===== config.mk =====
export PLATFORM = sky130hd
export DESIGN_NAME = tx_status_tracker
export DESIGN_NICKNAME = d
export VERILOG_FILES = /design/src/rtl/tx_status_tracker.sv
export SDC_FILE = /design/constraint.sdc
export NUM_CORES = 1
export LEC_CHECK = 0
export CORE_MARGIN = 2
export CORE_UTILIZATION = 42
export DETAILED_ROUTE_END_ITERATION = 8
export HOLD_SLACK_MARGIN = 0.06
export PLACE_DENSITY = 0.73
export SETUP_SLACK_MARGIN = 0.02
export SYNTH_ARGS = -nofsm -noshare
export SYNTH_HDL_FRONTEND = slang
export SYNTH_SLANG_ARGS = --single-unit

===== constraint.sdc =====
create_clock -name clk -period 2.6 [get_ports clk]
set_clock_uncertainty 0.05 [all_clocks]
set_input_delay 0.52 -clock clk [delete_from_list [all_inputs] [get_ports clk]]
set_output_delay 0.52 -clock clk [all_outputs]
set_load 0.005 [all_outputs]

===== src/rtl/tx_status_tracker.sv =====
module tx_status_tracker #(
  parameter int COL_LIMIT = 16,
  localparam int CW = $clog2(COL_LIMIT + 1)
) (
  input  logic          clk,
  input  logic          rst_n,
  input  logic          sw_rst,
  input  logic          full_dup,
  input  logic          stop_sqe,
  input  logic          mon_crs,
  input  logic          txw_en,
  input  logic          txw_val,
  input  logic          frm_start,
  input  logic          frm_end,
  input  logic          col,
  input  logic          late_col,
  input  logic          crs_lost,
  input  logic          mcast,
  input  logic          sqe_win,
  input  logic          sqe_pulse,
  output logic          tx_en,
  output logic [CW-1:0] col_cnt,
  output logic          st_sngl_col,
  output logic          st_mult_col,
  output logic          st_col16,
  output logic          st_last_mcast,
  output logic          st_sqe_fail,
  output logic          st_tx_ok
);

  localparam logic [CW-1:0] LIM = CW'(COL_LIMIT);

  logic wr_hi, wr_lo, go, hdx, col_ok, hit_lim, sqe_bad, fatal, ok_end;
  logic late_q, crs_q, sqp_q, late_nx, crs_nx, sqp_nx;
  logic [CW-1:0] cnt_base, cnt_nx;

  assign wr_hi    = txw_en & txw_val;
  assign wr_lo    = txw_en & ~txw_val;
  assign go       = frm_start & tx_en;
  assign hdx      = ~full_dup;

  assign cnt_base = go ? '0 : col_cnt;
  assign col_ok   = col & hdx & (cnt_base != LIM);
  assign cnt_nx   = cnt_base + CW'(col_ok);
  assign hit_lim  = col_ok & (cnt_nx == LIM);

  assign late_nx  = (~go & late_q) | (late_col & hdx);
  assign crs_nx   = (~go & crs_q) | (crs_lost & hdx);
  assign sqp_nx   = (~go & sqp_q) | (sqe_win & sqe_pulse);

  assign sqe_bad  = hdx & stop_sqe & ~sqp_nx;
  assign fatal    = hdx & ((cnt_nx == LIM) | sqe_bad | (mon_crs & crs_nx) | late_nx);
  assign ok_end   = frm_end & ~fatal;

  always_ff @(posedge clk or negedge rst_n) begin
    if (!rst_n) begin
      tx_en <= 1'b0; col_cnt <= '0;
      late_q <= 1'b0; crs_q <= 1'b0; sqp_q <= 1'b0;
      st_sngl_col <= 1'b0; st_mult_col <= 1'b0; st_col16 <= 1'b0;
      st_last_mcast <= 1'b0; st_sqe_fail <= 1'b0; st_tx_ok <= 1'b0;
    end else if (sw_rst) begin
      tx_en <= 1'b0; col_cnt <= '0;
      late_q <= 1'b0; crs_q <= 1'b0; sqp_q <= 1'b0;
      st_sngl_col <= 1'b0; st_mult_col <= 1'b0; st_col16 <= 1'b0;
      st_last_mcast <= 1'b0; st_sqe_fail <= 1'b0; st_tx_ok <= 1'b0;
    end else begin
      col_cnt <= cnt_nx;
      late_q  <= late_nx;
      crs_q   <= crs_nx;
      sqp_q   <= sqp_nx;

      if (wr_hi)                tx_en <= 1'b1;
      else if (wr_lo | hit_lim) tx_en <= 1'b0;

      if (wr_hi)        st_col16 <= 1'b0;
      else if (hit_lim) st_col16 <= 1'b1;

      if (wr_hi)                  st_sqe_fail <= 1'b0;
      else if (frm_end & sqe_bad) st_sqe_fail <= 1'b1;

      if (wr_hi | go)   st_tx_ok <= 1'b0;
      else if (ok_end)  st_tx_ok <= 1'b1;

      if (ok_end)       st_sngl_col <= 1'b0;
      else if (col_ok)  st_sngl_col <= 1'b1;

      if (ok_end)                          st_mult_col <= 1'b0;
      else if (col_ok && cnt_nx >= CW'(2)) st_mult_col <= 1'b1;

      st_last_mcast <= (~go & st_last_mcast) | mcast;
    end
  end

  assert_reset_clears_R1: assert property (@(posedge clk) disable iff (!rst_n)
    sw_rst |=> (!tx_en && col_cnt == '0 && !st_tx_ok && !st_sngl_col && !st_mult_col
                && !st_col16 && !st_last_mcast && !st_sqe_fail));

  assert_reenable_clears_R2: assert property (@(posedge clk) disable iff (!rst_n)
    (txw_en && txw_val && !sw_rst) |=> (tx_en && !st_col16 && !st_sqe_fail && !st_tx_ok));

  assert_blocked_start_R3: assert property (@(posedge clk) disable iff (!rst_n)
    (frm_start && !tx_en && !sw_rst && !col) |=> (col_cnt == $past(col_cnt)));

  assert_no_overflow_R4: assert property (@(posedge clk) disable iff (!rst_n)
    col_cnt <= LIM);

  assert_mult_needs_sngl_R5: assert property (@(posedge clk) disable iff (!rst_n)
    st_mult_col |-> st_sngl_col);

  assert_limit_drops_en_R6: assert property (@(posedge clk) disable iff (!rst_n)
    $rose(st_col16) |-> !tx_en);

  assert_fdx_success_R11: assert property (@(posedge clk) disable iff (!rst_n)
    (full_dup && frm_end && !frm_start && !txw_en && !sw_rst) |=> st_tx_ok);

endmodule


Word level (Yosys, flattened, before mapping) --
Index checks and enable logic that the tools add are counted.
Storage, ports and cells: memories 0, memory bits (writable) 0, ROM bits 0, latch bits 0, output and inout bits 12, flip-flop bits (word level) 15, word-level logic and storage cells 79, input port bits 16
Cells by class: order comparisons 1, bitwise gates (word level) 33, div/mod/pow operators 0, equal/unequal tests 2, shift operators 0, reduce and logical (&&, ||, !) cells 7, add/subtract/negate cells 1, $mul 0, mux-type cells 24
Operator list (number):
- 2-to-1 mux 1 bit | 22
- AND 1 bit | 19
- nonzero test 3 bit | 6
- 2-to-1 mux 5 bit | 2
- bitwise OR 1 bit | 9
- adder 5 x 1 -> 5 bit | 1
- == test 5 bit (second input constant) | 1
- >= comparator 5 x 2 -> 1 bit (second input constant) | 1
- != test 5 bit (second input constant) | 1
- NOT 1 bit | 5
- logical AND 1 bit | 1

Longest topological paths before layout --
word-level depth 15, mapped depth 9

Least setup slack after synthesis --
OpenSTA, ideal clock, no wires.
path kind input to register, from input port frm_start, to register st_mult_col, arrival time 2.284 ns, path slack 0.147 ns, required time 2.431 ns, cell stages on the path 9, cells stage by stage nand2_2 > a311oi_1 > ha_1 > ha_1 > nand3_1 > xnor2_1 > and2_2 > o31a_1 > o21a_1
Between the ends: word-level cells in the longest chain between the ends 14
Ends and longest elaborated chain:
- start, declared | RTL line 13 | input logic frm_start,
- AND 1 bit * | RTL line 39 | assign go = frm_start & tx_en;
- 2-to-1 mux 5 bit / NOT 1 bit (equally long branches)
- != test 5 bit / AND 1 bit (equally long branches) | RTL line 43, 49
- AND 1 bit / bitwise OR 1 bit (equally long branches) | RTL line 43, 49
- adder 5 x 1 -> 5 bit / NOT 1 bit (equally long branches) | RTL line 44, 51
- == test 5 bit / AND 1 bit (equally long branches) | RTL line 52, 51
- bitwise OR 1 bit (3 in a row) | RTL line 52 | assign fatal = hdx & ((cnt_nx == LIM) | sqe_bad | (mon_crs & crs_nx) | late_nx);
- AND 1 bit | RTL line 52
- NOT 1 bit | RTL line 53 | assign ok_end = frm_end & ~fatal;
- AND 1 bit | RTL line 53
- 2-to-1 mux 1 bit | RTL line 87 | if (ok_end) st_mult_col <= 1'b0;
- 2-to-1 mux 1 bit | RTL line 61 | end else if (sw_rst) begin
- end signal, assigned | RTL line 64 | st_sngl_col <= 1'b0; st_mult_col <= 1'b0; st_col16 <= 1'b0;
- end signal, assigned | RTL line 87
- end signal, assigned | RTL line 88 | else if (col_ok && cnt_nx >= CW'(2)) st_mult_col <= 1'b1;
- end, declared | RTL line 24 | output logic st_mult_col,
Mark *: on every way between the ends. The rest lies on a longest branch, timed or not. A chain may end at the register's enable or synchronous reset.

Worst setup path in the final report --
from register col_cnt[2], to register st_sngl_col
Between the ends: word-level cells in the longest chain between the ends 13
Ends and longest elaborated chain:
- start, declared | RTL line 22 | output logic [CW-1:0] col_cnt,
- start signal, assigned | RTL line 67 | col_cnt <= cnt_nx;
- 2-to-1 mux 5 bit * | RTL line 42 | assign cnt_base = go ? '0 : col_cnt;
- != test 5 bit | RTL line 43 | assign col_ok = col & hdx & (cnt_base != LIM);
- AND 1 bit | RTL line 43
- adder 5 x 1 -> 5 bit | RTL line 44 | assign cnt_nx = cnt_base + CW'(col_ok);
- == test 5 bit | RTL line 52
- bitwise OR 1 bit (3 in a row) | RTL line 52
- AND 1 bit | RTL line 52
- NOT 1 bit | RTL line 53
- AND 1 bit | RTL line 53
- 2-to-1 mux 1 bit | RTL line 84 | if (ok_end) st_sngl_col <= 1'b0;
- 2-to-1 mux 1 bit | RTL line 61
- end signal, assigned | RTL line 64
- end signal, assigned | RTL line 84
- end signal, assigned | RTL line 85 | else if (col_ok) st_sngl_col <= 1'b1;
- end, declared | RTL line 23 | output logic st_sngl_col,
Marked as above.

==> out/metrics.yaml <==
critical_path:
  critPathKind: "reg -> reg"
  cp_num_buf_inv: 0
  r2r-end: "st_sngl_col"
  worst_path_largest_cell_delay_ps: 480
  slowest_stage: "dfrtp_1"
  arrival_ps: 2630
  cp.required_ps: 2780
  timing.critical_path.cells: "nor4_2 -> a311oi_2 -> ha_2 -> ha_4 -> xnor2_1 -> nand4_1 -> a221oi_2 -> o21a_1"
  reg2reg_depth: 8
  path_delay_family: "compound AO/OA/AOI/OAI gates"
  start_kind: "register"
  rrSetupSlack_ps: 150
  worstPathMaxFanout: 5
  reg2reg_from: "col_cnt[2]"
  crit_path_end_kind: "register"
logic_synthesis:
  syn-num-nets: 92
  yosys.area_share.adder_pct: 3.33
  ys.flop_type: "dfrtp_1"
  synth-seq-cells: 15
  post-synth-top-count-cell: "dfrtp_1"
  ys_top_cells_by_area: "dfrtp_1, nor2_1, nor2b_1, and2_2, o21a_1"
  synth_top_family_by_area: "simple AND/OR/NAND/NOR gates"
  syn-cell-area_um2: 752
  async_reset_ff_share_pct: 100
  synth-compound-area-share_pct: 17.8
  synthSimpleGateAreaFrac_pct: 23.5
  synthMuxAreaShare_pct: 0
  avgSynthCellArea_um2: 10.2
  synth_cells: 74
  synth_edf_count: 0
  synth_xor_area_share_pct: 3.49
  yosysTopAreaCell: "dfrtp_1"
  ys_types: 29
  synth.top_cell.area_share_pct: 49.9
  synth-seq-area-share_pct: 49.9
  synth_warnings: 0
  netlist_top_cells_count: "dfrtp_1, nor2_1, nor2b_1"
min_path:
  hold_start: "st_mult_col"
  min_to: "st_mult_col"
  hold_path.class: "reg -> reg"
  hold_depth: 1
floorplan:
  ios: 28
  fp.dieArea_um2: 2150
  dieHeight_um: 46.3
  rows: 15
  coreArea_um2: 1710
  initial_core_util_pct: 44.0
  die_w_um: 46.3
timing:
  finalCritPeriodShare_pct: 94.1
  rsz0062_at_grt: "false"
  clock.fmax_ghz: 0.409
  hold_ws_ps: 454
  setup_slack_ps: 152
  period_needed_ps: 2450
  max_slew_margin_pct: 55.8
  drv_slew: 0
  finalSetupViolCount: 0
  worstMarginPinSlew_ps: 661
  finalHoldViolations: 0
power_and_ir_drop:
  ir_drop_v: 0.000455
  power_density_nw_per_um2: 394
  p_leak_nw: 0.527
global_routing:
  grt_overflow: 0
  grt_pass1_vias: 670
  grt_usage_pct: 19.8
  grt_first_pass_wirelength_um: 2950
  grt_max_degree: 16
  grt_antenna_before_repair: 0
placement:
  io_buffers: 27
  place_congestion: 0.882
  place_ws_ps: -433
  dpl.cell_count: 133
  dp_hpwl_um: 1510
layout:
  fin_util_pct: 70.6
  nNetsFinal: 132
  drive_above_1_share_pct: 24.8
  n_antenna_cell: 0
  nFillCells: 130
  syn2layout_area_growth_pct: 60.4
  final_cells: 138
clocking:
  cts_max_path_buffers: 2
  cts.clk_slew.worst_paths_ps: 90
  clk_latency_ps: 280
  postCtsHoldBufs: 0
  cts-root-buf: "clkbuf_4"
  cts_buffers: 3
  cts_tree: "built"
  clock-sinks: 15
  h-tree-depth: 1
drt:
  finalWirelength_um: 2020
  first_iter_violations: 6
  drc_errors: 0
  drtAntennaViolNets: 0
  via_count: 706
  first_pass_iters: 4
  vias_per_cell: 5.12
  post_drt_wl_per_cell_um: 14.7
run_status:
  outcome: "finished, final reports clean"
job:
  drv_cap: 0
-- report_power, final --
part | switching [mW] | leakage [nW] | total (mW) | internal [mW]
clock network | 0.0754 | 0.0177 | 0.133 | 0.0571
logic | 0.0391 | 0.306 | 0.0942 | 0.0551
registers | 0.00649 | 0.203 | 0.249 | 0.242
total | 0.121 | 0.527 | 0.476 | 0.355
-- sequential cells by signal (all words and copies together) (netlist names) --
name	cells
sqp_q	1
late_q	1
st_mult_col	1
st_col16	1
st_tx_ok	1
crs_q	1
st_last_mcast	1
st_sqe_fail	1
st_sngl_col	1
col_cnt	5
tx_en	1
-- worst register-to-register path, delay by kind of cell (launching register included) --
kind | cells | cell delay (ps)
flip-flops | 1 | 480
AO/OA/AOI/OAI | 3 | 650
XOR/XNOR | 1 | 260
adder cells (fa/ha/maj) | 2 | 400
AND/OR/NAND/NOR | 2 | 570
-- cell families (layout without fill, tap and decap cells) --
family	count (synthesis)	in the layout
flip-flops	15	15
adder cells (fa/ha/maj)	2	2
XOR/XNOR	3	3
buffers and inverters	4	43
AO/OA/AOI/OAI	18	18
AND/OR/NAND/NOR	32	32
-- stage by stage --
step	area [µm²]	setup TNS [ps]	total power, mW
6_report	1210	0	0.476
2_1_floorplan	752	0	0.287
4_1_cts	1150	0	0.476
3_3_place_gp	1110	-1130	0.342
3_5_place_dp	1110	-2000	0.344
5_1_grt	1210	0	0.495
-- placed cells by master, fill, tap and decap left out, types with 2 or more instances in the layout --
cell type / Yosys / routed
nor3_1: 2 / 2
o21a_1: 4 / 4
clkbuf_4: 0 / 3
nand4_1: 2 / 2
inv_1: 3 / 3
dfrtp_1: 15 / 15
nor2b_1: 5 / 5
a21oi_1: 4 / 4
a21boi_0: 2 / 2
clkdlybuf4s50_1: 0 / 25
nand2_1: 2 / 2
nor2_1: 10 / 10
buf_4: 0 / 9
and2_2: 4 / 4
-- area by class of cell --
type	count	area (µm²)	share of cell area [%]
Timing Repair Buffer	36	339	28.1
Inverter	3	11.3	0.934
Multi-Input combinational cell	55	422	35.0
Tap cell	25	31.3	2.59
Clock buffer	3	22.5	1.87
Sequential cell	15	375	31.1
Clock inverter	1	5.00	0.415
-- how the worst max path moves through the flow --
| stage | start | end | slack (ps) | cells after the start |
|---|---|---|---|---|
| after floorplan | frm_start | st_mult_col | 150 | 9 |
| after global placement | frm_start | st_mult_col | -310 | 10 |
| after detailed placement | frm_start | st_sngl_col | -430 | 10 |
| after CTS | full_dup | st_sngl_col | 70 | 9 |
| after global routing | full_dup | st_mult_col | 6 | 9 |
| final | col_cnt[2] | st_sngl_col | 150 | 8 |
-- per-layer routing --
| metal | up-vias | global-route usage [%] | part of all wire, % |
|---|---|---|---|
| met4 | 0 | 10.3 | 2.0 |
| met5 | - | 0 | 0 |
| met2 | 16 | 30.6 | 49 |
| li1 | 343 | - | - |
| met3 | 4 | 2.35 | 3.0 |
| met1 | 343 | 27.1 | 46 |
-- timing repair --
action,CTS,global route
pin swaps,5,6
setup buffers,1,0
endpoints found under the setup margin,5,3
resized for setup,3,9
(Power assumes the default switching activity.)
